===== src/rtl/acodec_ctrl_pkg.sv =====
package acodec_ctrl_pkg;
    localparam int ADDR_W = 7;
    localparam int DATA_W = 9;
    localparam int CODE_W = 8;
    localparam int WORD_W = ADDR_W + DATA_W;

    // Address map decoded by the bank
    localparam logic [ADDR_W-1:0] ADDR_GAIN_BASE = 7'h14;
    localparam logic [ADDR_W-1:0] ADDR_INVERT    = 7'h12;
    localparam logic [ADDR_W-1:0] ADDR_CONTROL   = 7'h13;
    localparam logic [ADDR_W-1:0] ADDR_BANK_RST  = 7'h35;
    localparam logic [ADDR_W-1:0] ADDR_LAST      = 7'h35;

    localparam int UPDATE_BIT = 8;
    localparam int MUTE_BIT   = 4;

    localparam logic [CODE_W-1:0] GAIN_DEFAULT = 8'hFF;

    typedef struct packed {
        logic [CODE_W-1:0] pend_l;
        logic [CODE_W-1:0] pend_r;
        logic [CODE_W-1:0] act_l;
        logic [CODE_W-1:0] act_r;
    } pair_state_t;
endpackage


===== src/rtl/acodec_ctrl_decode.sv =====
module acodec_ctrl_decode
    import acodec_ctrl_pkg::*;
#(
    parameter int NUM_PAIRS = 3
) (
    input  logic                   wr_valid,
    input  logic [WORD_W-1:0]      wr_word,
    output logic [2*NUM_PAIRS-1:0] gain_we,
    output logic                   inv_we,
    output logic                   ctl_we,
    output logic                   bank_rst,
    output logic                   bad_addr,
    output logic [DATA_W-1:0]      wr_data
);
    logic [ADDR_W-1:0] addr;

    assign addr    = wr_word[WORD_W-1:DATA_W];
    assign wr_data = wr_word[DATA_W-1:0];

    always_comb begin
        inv_we   = wr_valid && (addr == ADDR_INVERT);
        ctl_we   = wr_valid && (addr == ADDR_CONTROL);
        bank_rst = wr_valid && (addr == ADDR_BANK_RST);
        bad_addr = wr_valid && (addr > ADDR_LAST);
    end

    // One strobe per gain channel
    for (genvar c = 0; c < 2*NUM_PAIRS; c++) begin : g_gain_dec
        assign gain_we[c] = wr_valid && (addr == ADDR_GAIN_BASE + ADDR_W'(c));
    end
endmodule


===== src/rtl/acodec_gain_pair.sv =====
module acodec_gain_pair
    import acodec_ctrl_pkg::*;
(
    input  logic              clk,
    input  logic              clear,
    input  logic              we_l,
    input  logic              we_r,
    input  logic [DATA_W-1:0] wr_data,
    output logic [CODE_W-1:0] gain_l,
    output logic [CODE_W-1:0] gain_r
);
    pair_state_t st_d, st_q;

    always_comb begin
        st_d = st_q;
        if (clear) begin
            st_d.pend_l = GAIN_DEFAULT;
            st_d.pend_r = GAIN_DEFAULT;
            st_d.act_l  = GAIN_DEFAULT;
            st_d.act_r  = GAIN_DEFAULT;
        end else begin
            if (we_l) st_d.pend_l = wr_data[CODE_W-1:0];
            if (we_r) st_d.pend_r = wr_data[CODE_W-1:0];
            // Commit both sides together, using the freshly written code
            if ((we_l || we_r) && wr_data[UPDATE_BIT]) begin
                st_d.act_l = st_d.pend_l;
                st_d.act_r = st_d.pend_r;
            end
        end
    end

    always_ff @(posedge clk) begin
        st_q <= st_d;
    end

    assign gain_l = st_q.act_l;
    assign gain_r = st_q.act_r;
endmodule


===== src/rtl/acodec_ctrl_regs.sv =====
module acodec_ctrl_regs
    import acodec_ctrl_pkg::*;
#(
    parameter int NUM_PAIRS = 3
) (
    input  logic                          clk,
    input  logic                          rst,
    input  logic                          wr_valid,
    input  logic [15:0]                   wr_word,
    output logic [2*NUM_PAIRS*CODE_W-1:0] gain_o,
    output logic [2*NUM_PAIRS-1:0]        inv_o,
    output logic [NUM_PAIRS-1:0]          dac_en_o,
    output logic                          mute_all_o,
    output logic [2*NUM_PAIRS-1:0]        ch_mute_o,
    output logic                          wr_err_o
);
    localparam int NUM_CH = 2 * NUM_PAIRS;

    typedef struct packed {
        logic [NUM_CH-1:0]    inv;
        logic [NUM_PAIRS-1:0] en;
        logic                 mute;
        logic                 err;
    } ctl_state_t;

    logic [NUM_CH-1:0] gain_we;
    logic              inv_we, ctl_we, bank_rst, bad_addr, clear;
    logic [DATA_W-1:0] wr_data;

    ctl_state_t s_d, s_q;

    acodec_ctrl_decode #(.NUM_PAIRS(NUM_PAIRS)) dec_i (
        .wr_valid (wr_valid),
        .wr_word  (wr_word),
        .gain_we  (gain_we),
        .inv_we   (inv_we),
        .ctl_we   (ctl_we),
        .bank_rst (bank_rst),
        .bad_addr (bad_addr),
        .wr_data  (wr_data)
    );

    assign clear = rst || bank_rst;

    for (genvar p = 0; p < NUM_PAIRS; p++) begin : g_pair
        acodec_gain_pair pair_i (
            .clk     (clk),
            .clear   (clear),
            .we_l    (gain_we[2*p]),
            .we_r    (gain_we[2*p+1]),
            .wr_data (wr_data),
            .gain_l  (gain_o[(2*p)*CODE_W +: CODE_W]),
            .gain_r  (gain_o[(2*p+1)*CODE_W +: CODE_W])
        );
    end

    always_comb begin
        s_d     = s_q;
        s_d.err = bad_addr && !rst;
        if (clear) begin
            s_d.inv  = '0;
            s_d.en   = '1;
            s_d.mute = 1'b0;
        end else if (inv_we) begin
            s_d.inv = wr_data[NUM_CH-1:0];
        end else if (ctl_we) begin
            s_d.en   = wr_data[NUM_PAIRS-1:0];
            s_d.mute = wr_data[MUTE_BIT];
        end
    end

    always_ff @(posedge clk) begin
        s_q <= s_d;
    end

    assign inv_o      = s_q.inv;
    assign dac_en_o   = s_q.en;
    assign mute_all_o = s_q.mute;
    assign wr_err_o   = s_q.err;

    for (genvar c = 0; c < NUM_CH; c++) begin : g_mute
        assign ch_mute_o[c] = s_q.mute || !s_q.en[c/2]
                              || (gain_o[c*CODE_W +: CODE_W] == '0);
    end
endmodule


===== config.mk =====
export PLATFORM = sky130hd
export DESIGN_NAME = acodec_ctrl_regs
export DESIGN_NICKNAME = d
export VERILOG_FILES = /design/src/rtl/acodec_ctrl_pkg.sv /design/src/rtl/acodec_ctrl_decode.sv /design/src/rtl/acodec_gain_pair.sv /design/src/rtl/acodec_ctrl_regs.sv
export SDC_FILE = /design/constraint.sdc
export NUM_CORES = 1
export LEC_CHECK = 0
export BUFFER_PORTS_ARGS = -buffer_cell sky130_fd_sc_hd__buf_2
export CAP_MARGIN = 20
export CORE_MARGIN = 5
export CORE_UTILIZATION = 50
export CTS_CLUSTER_DIAMETER = 60
export DETAILED_ROUTE_END_ITERATION = 10
export PLACE_DENSITY = 0.74
export SYNTH_ARGS = -nofsm -noshare
export SYNTH_HDL_FRONTEND = slang
export SYNTH_SLANG_ARGS = --single-unit

===== constraint.sdc =====
create_clock -name clk -period 1.3 [get_ports clk]
set_input_delay 0.065 -clock clk [delete_from_list [all_inputs] [get_ports clk]]
set_output_delay 0.065 -clock clk [all_outputs]
set_load 0.02 [all_outputs]

==> results of run 1 <==
==> cells by family (layout without fill, tap and decap cells) <==
| kind of cell | Yosys count | in the layout | synth area share |
|---|---|---|---|
| multiplexers | 22 | 22 | 0.0458 |
| buffers and inverters | 93 | 147 | 0.122 |
| other | 0 | 1 | 0 |
| AO/OA/AOI/OAI | 76 | 76 | 0.107 |
| flip-flops | 107 | 107 | 0.446 |
| AND/OR/NAND/NOR | 276 | 276 | 0.280 |
==> power groups by stage <==
stage / Combinational [mW] / Clock (mW) / Sequential (mW)
after global routing: 0.427 / 2.20 / 3.29
after global placement: 0.387 / 0 / 3.37
after detailed placement: 0.392 / 0 / 3.37
after floorplan: 0.228 / 0 / 3.37
after CTS: 0.395 / 2.04 / 3.29
final: 0.401 / 2.02 / 3.29
==> state kept, by name (all words and copies together), names as in the netlist <==
signal,cells
g_pair.pair_i.st_q,48
g_pair.pair_i.gain_l,24
g_pair.pair_i.gain_r,24
inv_o,6
dac_en_o,3
mute_all_o,1
wr_err_o,1
==> stage by stage <==
step | utilization | power [mW] | hold WS [ns]
4_1_cts | 0.580 | 5.73 | 0.0232
6_report | 0.587 | 5.71 | 0.0459
3_5_place_dp | 0.551 | 3.76 | 0.423
5_1_grt | 0.586 | 5.92 | 0.0426
2_1_floorplan | - | 3.60 | 0.141
3_3_place_gp | 0.551 | 3.75 | 0.412
==> cell type report <==
type	count	area [um^2]
Tap cell	129	161
Clock inverter	6	66.3
Inverter	9	33.8
Clock buffer	10	128
Timing Repair Buffer	122	788
Fill cell	833	3850
Multi-Input combinational cell	374	2130
Sequential cell	107	2160
Antenna cell	1	2.50
==> critical path: stages (launching register included) <==
cell     delay, ns
dfxtp_2       0.34
or4_4         0.53
o21ai_2       0.16
buf_6         0.13
==> cell usage after synthesis (all sizes together), types with 2 or more instances <==
| cell | number |
|---|---|
| inv | 9 |
| nor4bb | 2 |
| o21ai | 17 |
| mux2i | 22 |
| a32oi | 8 |
| nor3 | 2 |
| nor2b | 3 |
| nor2 | 23 |
| and2 | 2 |
| nand3 | 61 |
| o211ai | 16 |
| clkbuf | 10 |
| nand4bb | 4 |
| a31oi | 9 |
| nand2b | 8 |
| buf | 74 |
| nand2 | 152 |
| or4 | 10 |
| nand4 | 2 |
| dfxtp | 107 |
| a21oi | 16 |
| a2bb2oi | 8 |
==> what timing repair did <==
item                                    4_1_cts  5_1_grt
endpoints found under the setup margin        6        6
setup buffers                                 3        3
gates resized for setup                      21       18
pin swaps                                     3        7
==> worst min-delay path by stage <==
stage	startpoint	to	slack [ns]	cells past startpoint
final	rst	wr_err_o$_DFF_P_	0.05	2
after detailed placement	rst	wr_err_o$_DFF_P_	0.42	2
after CTS	rst	wr_err_o$_DFF_P_	0.02	2
after global placement	rst	wr_err_o$_DFF_P_	0.41	2
after global routing	rst	wr_err_o$_DFF_P_	0.04	2
after floorplan	rst	wr_err_o$_DFF_P_	0.14	1
==> per-layer routing <==
layer	global-route usage	up-vias	wire, um
met5	0	-	0
met4	0.0658	0	205
met3	0.0412	18	917
met2	0.345	200	5770
met1	0.281	1952	5110
li1	-	2008	-
==> flow_summary.yaml, run 1 <==
status:
  status: "complete, but fails checks"
  violations: "setup timing"
cts:
  cts_hold_buf: 0
  cts_buffers: 9
  path_clk_slew_ns: 0.10
  cts_root_buf: "clkbuf_8"
  htree_levels: 3
  clkSinkCount: 107
  clk_latency_ns: 0.37
  cts_buffer_depth: 2
  cts_tree: "done"
power:
  p_leak_nw: 2.60
  netSwitchingPower_mw: 1.38
  vdd_drop_max_mv: 0.562
  pwr-share-seq: 0.577
  pwr-share-clk: 0.353
  p_comb_frac: 0.070
  switching_share: 0.242
  p_int_mw: 4.33
  power_per_cell_area_mw_per_mm2: 1040
global_routing:
  grt.overflow.total: 0
  grt_pass1_wl_mm: 19.4
  grt_pass1_vias: 3955
  grt_max_degree: 39
  antenna_found_initial: 0
  grt_usage: 0.211
floorplanning:
  die_h_um: 108
  initial_core_util: 0.515
  rows: 35
  core_area_mm2: 0.00933
  fp.dieArea_mm2: 0.0117
  ios: 84
  die_width_um: 108
synthesis:
  synthArstFlopShare: 0
  postSynthAreaPerCell_um2: 8.37
  yosysTopAreaCellShare: 0.446
  ys_seq_elements: 107
  ys_seq_area_frac: 0.446
  synth_nets: 593
  synthCells: 574
  ys_types: 38
  yosysWarningCount: 0
  synth-edff-count: 0
  yosys-top-cells-area: "dfxtp_1 45%, nand2_1 12%, buf_4 7.8%, nand3_1 6.4%, mux2i_1 4.6%"
  syn_area_mm2: 0.00481
  synth_flop_cell: "dfxtp_1"
  synth_largest_area_cell: "dfxtp_1"
detailed_routing:
  avgRoutedWirePerCell_um: 15.8
  drtIter0Drc: 316
  routed_wl_mm: 12.0
  firstDrtPassIters: 7
  vias_per_cell: 5.51
  drc: 0
  ant_nets: 0
  vias: 4178
layout:
  final_nets: 642
  final_area_mm2: 0.00547
  final_cells: 758
  layout_commonest_cell: "nand2_1"
  syn2layout_area_growth_pct: 13.9
  final_cell_mix: "152 x nand2_1, 92 x dfxtp_1, 77 x buf_2, 61 x nand3_1, 37 x buf_4"
  final_layout_size_suffix_gt1_frac: 0.279
setup_path:
  crit_path_end: "ch_mute_o[5]"
  endpoint_kind: "primary output"
  critPathRequiredTime_ns: 1.24
  crit_path_max_fanout: 3
  reg2reg_to: "g_pair[2].pair_i.gain_r[0]$_SDFFE_PP1P_"
  cp.arrival_ns: 1.53
  rr_worst_depth: 2
  reg2reg_setup_slack_ns: 0.48
  start_kind: "flop"
  startpoint: "g_pair[2].pair_i.gain_r[7]$_SDFFE_PP1P_"
  reg2reg_from: "g_pair[2].pair_i.st_q[16]$_SDFF_PP1_"
  crit_type: "reg2out"
place:
  place_hpwl_mm: 8.47
  gp_congestion: 0.817
  pre_cts_slack_ns: -0.0919
  port-buffer-count: 83
  post-place-cells: 735
  placed_area_mm2: 0.00514
sta:
  fin_crit_sh: 1.22
  fin_skew_ns: 0.00662
  slew_headroom: 0.678
  worst_pin_slew_ns: 0.477
  slew_violations: 0
  setup_tns_ns: -1.41
  setup_ws_ns: -0.291
  finalHoldViolCount: 0
  period_minus_slack_ns: 1.59
  fmax_mhz: 629
  rsz0062_at_grt: "yes"
  setup_violations: 5
run:
  cap_violations: 0
min_path:
  holdCritPathClass: "in2reg"
Power figures use the tool's default switching activity.
==> run 2, diff against run 1 <==
- RECOVER_POWER: not set -> 50
==> run 2 against run 1 <==
Compared with the run above:
- the run still ends with setup timing left
- cell area down 1.4%
- first-iteration DRC count rose by 0.95%
- via count decreased by 0.96%
- register-to-register slack got worse by 0.02 ns
- setup slack got worse by 0.00086 ns
- combinational power fell by 5%
- maximum frequency barely moved
- global-route usage did not move
- die area is the same
- highest routed layer unchanged
==> flow_summary.yaml, run 2 (synthesis gave the netlist of run 1 again) <==
cts:
  cts_buffers: 9
  cts_buffer_depth: 2
  cts_tree: "done"
  cts_hold_buf: 0
  clkSinkCount: 107
  htree_levels: 3
  clk_latency_ns: 0.37
  cts_root_buf: "clkbuf_8"
  path_clk_slew_ns: 0.10
setup_path:
  startpoint: "g_pair[2].pair_i.gain_l[3]$_SDFFE_PP1P_"
  critPathRequiredTime_ns: 1.24
  endpoint_kind: "primary output"
  reg2reg_from: "g_pair[0].pair_i.st_q[22]$_SDFF_PP1_"
  crit_path_max_fanout: 3
  cp.arrival_ns: 1.53
  crit_type: "reg2out"
  slowest_delay_ns: 0.53
  start_kind: "flop"
  path_cells: "or4_4 > o21ai_2 > buf_6"
  critical-path-slowest-cell: "or4_4"
floorplanning:
  initial_core_util: 0.515
  fp.dieArea_mm2: 0.0117
  core_area_mm2: 0.00933
  die_width_um: 108
  rows: 35
  ios: 84
  die_h_um: 108
global_routing:
  grt_max_degree: 39
  top_usage_layer: "met2"
  grt_pass1_vias: 3955
  grt_use_met2: 0.345
  grt.overflow.total: 0
  grt_usage: 0.211
  antenna_found_initial: 0
  grt_pass1_wl_mm: 19.4
  use_met1: 0.281
  use_met3: 0.0412
place:
  placed_area_mm2: 0.00514
  port-buffer-count: 83
  place_hpwl_mm: 8.47
  gp_congestion: 0.817
  pre_cts_slack_ns: -0.0919
sta:
  finalHoldViolCount: 0
  fin_skew_ns: 0.00494
  setup_ws_ns: -0.292
  fmax_mhz: 628
  period_minus_slack_ns: 1.59
  rsz0062_at_grt: "yes"
  whs_ns: 0.0147
  slew_headroom: 0.666
  worst_pin_slew_ns: 0.494
  slew_violations: 0
  fin_crit_sh: 1.22
  setup_violations: 6
layout:
  final_area_mm2: 0.00540
  n_antenna_cell: 0
  multi_input_area_mm2: 0.00211
  n_fill_cell: 852
  regMostFlops: "g_pair.pair_i.st_q"
  final_layout_size_suffix_gt1_frac: 0.247
  largest_register_ffs: 48
  seqCellArea_mm2: 0.00216
  final_nets: 642
  final_core_util: 0.579
  syn2layout_area_growth_pct: 12.3
  layout_commonest_cell: "nand2_1"
  final_cell_mix: "152 x nand2_1, 92 x dfxtp_1, 63 x buf_2, 61 x nand3_1, 32 x buf_4"
power:
  p_comb_frac: 0.067
  netSwitchingPower_mw: 1.39
  vdd_drop_max_mv: 0.563
  power_per_cell_area_mw_per_mm2: 1060
  pwr-share-seq: 0.577
  p_int_mw: 4.32
  pwr-share-clk: 0.356
  switching_share: 0.243
  p_leak_nw: 2.55
  p_total_mw: 5.70
detailed_routing:
  ant_nets: 0
  drtIter0Drc: 319
  vias_per_cell: 5.47
  drc: 0
  vias: 4138
  avgRoutedWirePerCell_um: 15.8
  firstDrtPassIters: 5
  routed_wl_mm: 12.0
min_path:
  hold_path_startpoint: "rst"
  holdCritPathClass: "in2reg"
run:
  cap_violations: 0
status:
  status: "complete, but fails checks"
  violations: "setup timing"
run 2: metrics by stage:
stage | cells | TNS (ns)
after global placement | 735 | -1.06
after global routing | 757 | -6.06
after detailed placement | 735 | -2.24
after floorplan | 574 | 0
final | 757 | -1.42
after CTS | 754 | -1.46
run 2: final timing paths:
path | endpoint | slack, ns | cells past startpoint
worst max register to register | g_pair[0].pair_i.gain_r[6]$_SDFFE_PP1P_ | 0.46 | 2
worst min-delay path | wr_err_o$_DFF_P_ | 0.01 | 2
worst min register to register | inv_o[3]$_SDFFE_PP0P_ | 0.47 | 2
worst max-delay path | ch_mute_o[4] | -0.29 | 3
run 2: metal layers:
layer  vias up  wire, um
li1       2010         -
met1      1972      5300
met2       138      5750
met3        18       731
met4         0       201
met5         -         0
run 2: timing repair:
item | 4_1_cts | 5_1_grt
hold endpoints to repair | 0 | 0
pin swaps | 3 | 7
endpoints found under the setup margin | 6 | 6
buffers inserted | 3 | 3
gates resized for setup | 21 | 18
run 2: cell type report:
cell class | count | area share
Sequential cell | 107 | 0.400
Multi-Input combinational cell | 374 | 0.390
Clock inverter | 6 | 0.0123
Clock buffer | 10 | 0.0236
Timing Repair Buffer | 122 | 0.137
Inverter | 9 | 0.00626
Tap cell | 129 | 0.0299
run 2: power groups by stage:
stage / clock (mW) / combinational [mW] / sequential (mW)
floorplan: 0 / 0.228 / 3.37
detailed placement: 0 / 0.392 / 3.37
CTS: 2.04 / 0.395 / 3.29
finish: 2.03 / 0.382 / 3.29
global placement: 0 / 0.387 / 3.37
global route: 2.20 / 0.409 / 3.29
run 2: critical path, delay by kind of cell, from the launching register on:
| kind | cells | cell delay, ns |
|---|---|---|
| AO/OA/AOI/OAI | 1 | 0.16 |
| AND/OR/NAND/NOR | 1 | 0.53 |
| buffers and inverters | 1 | 0.13 |
| flip-flops | 1 | 0.34 |
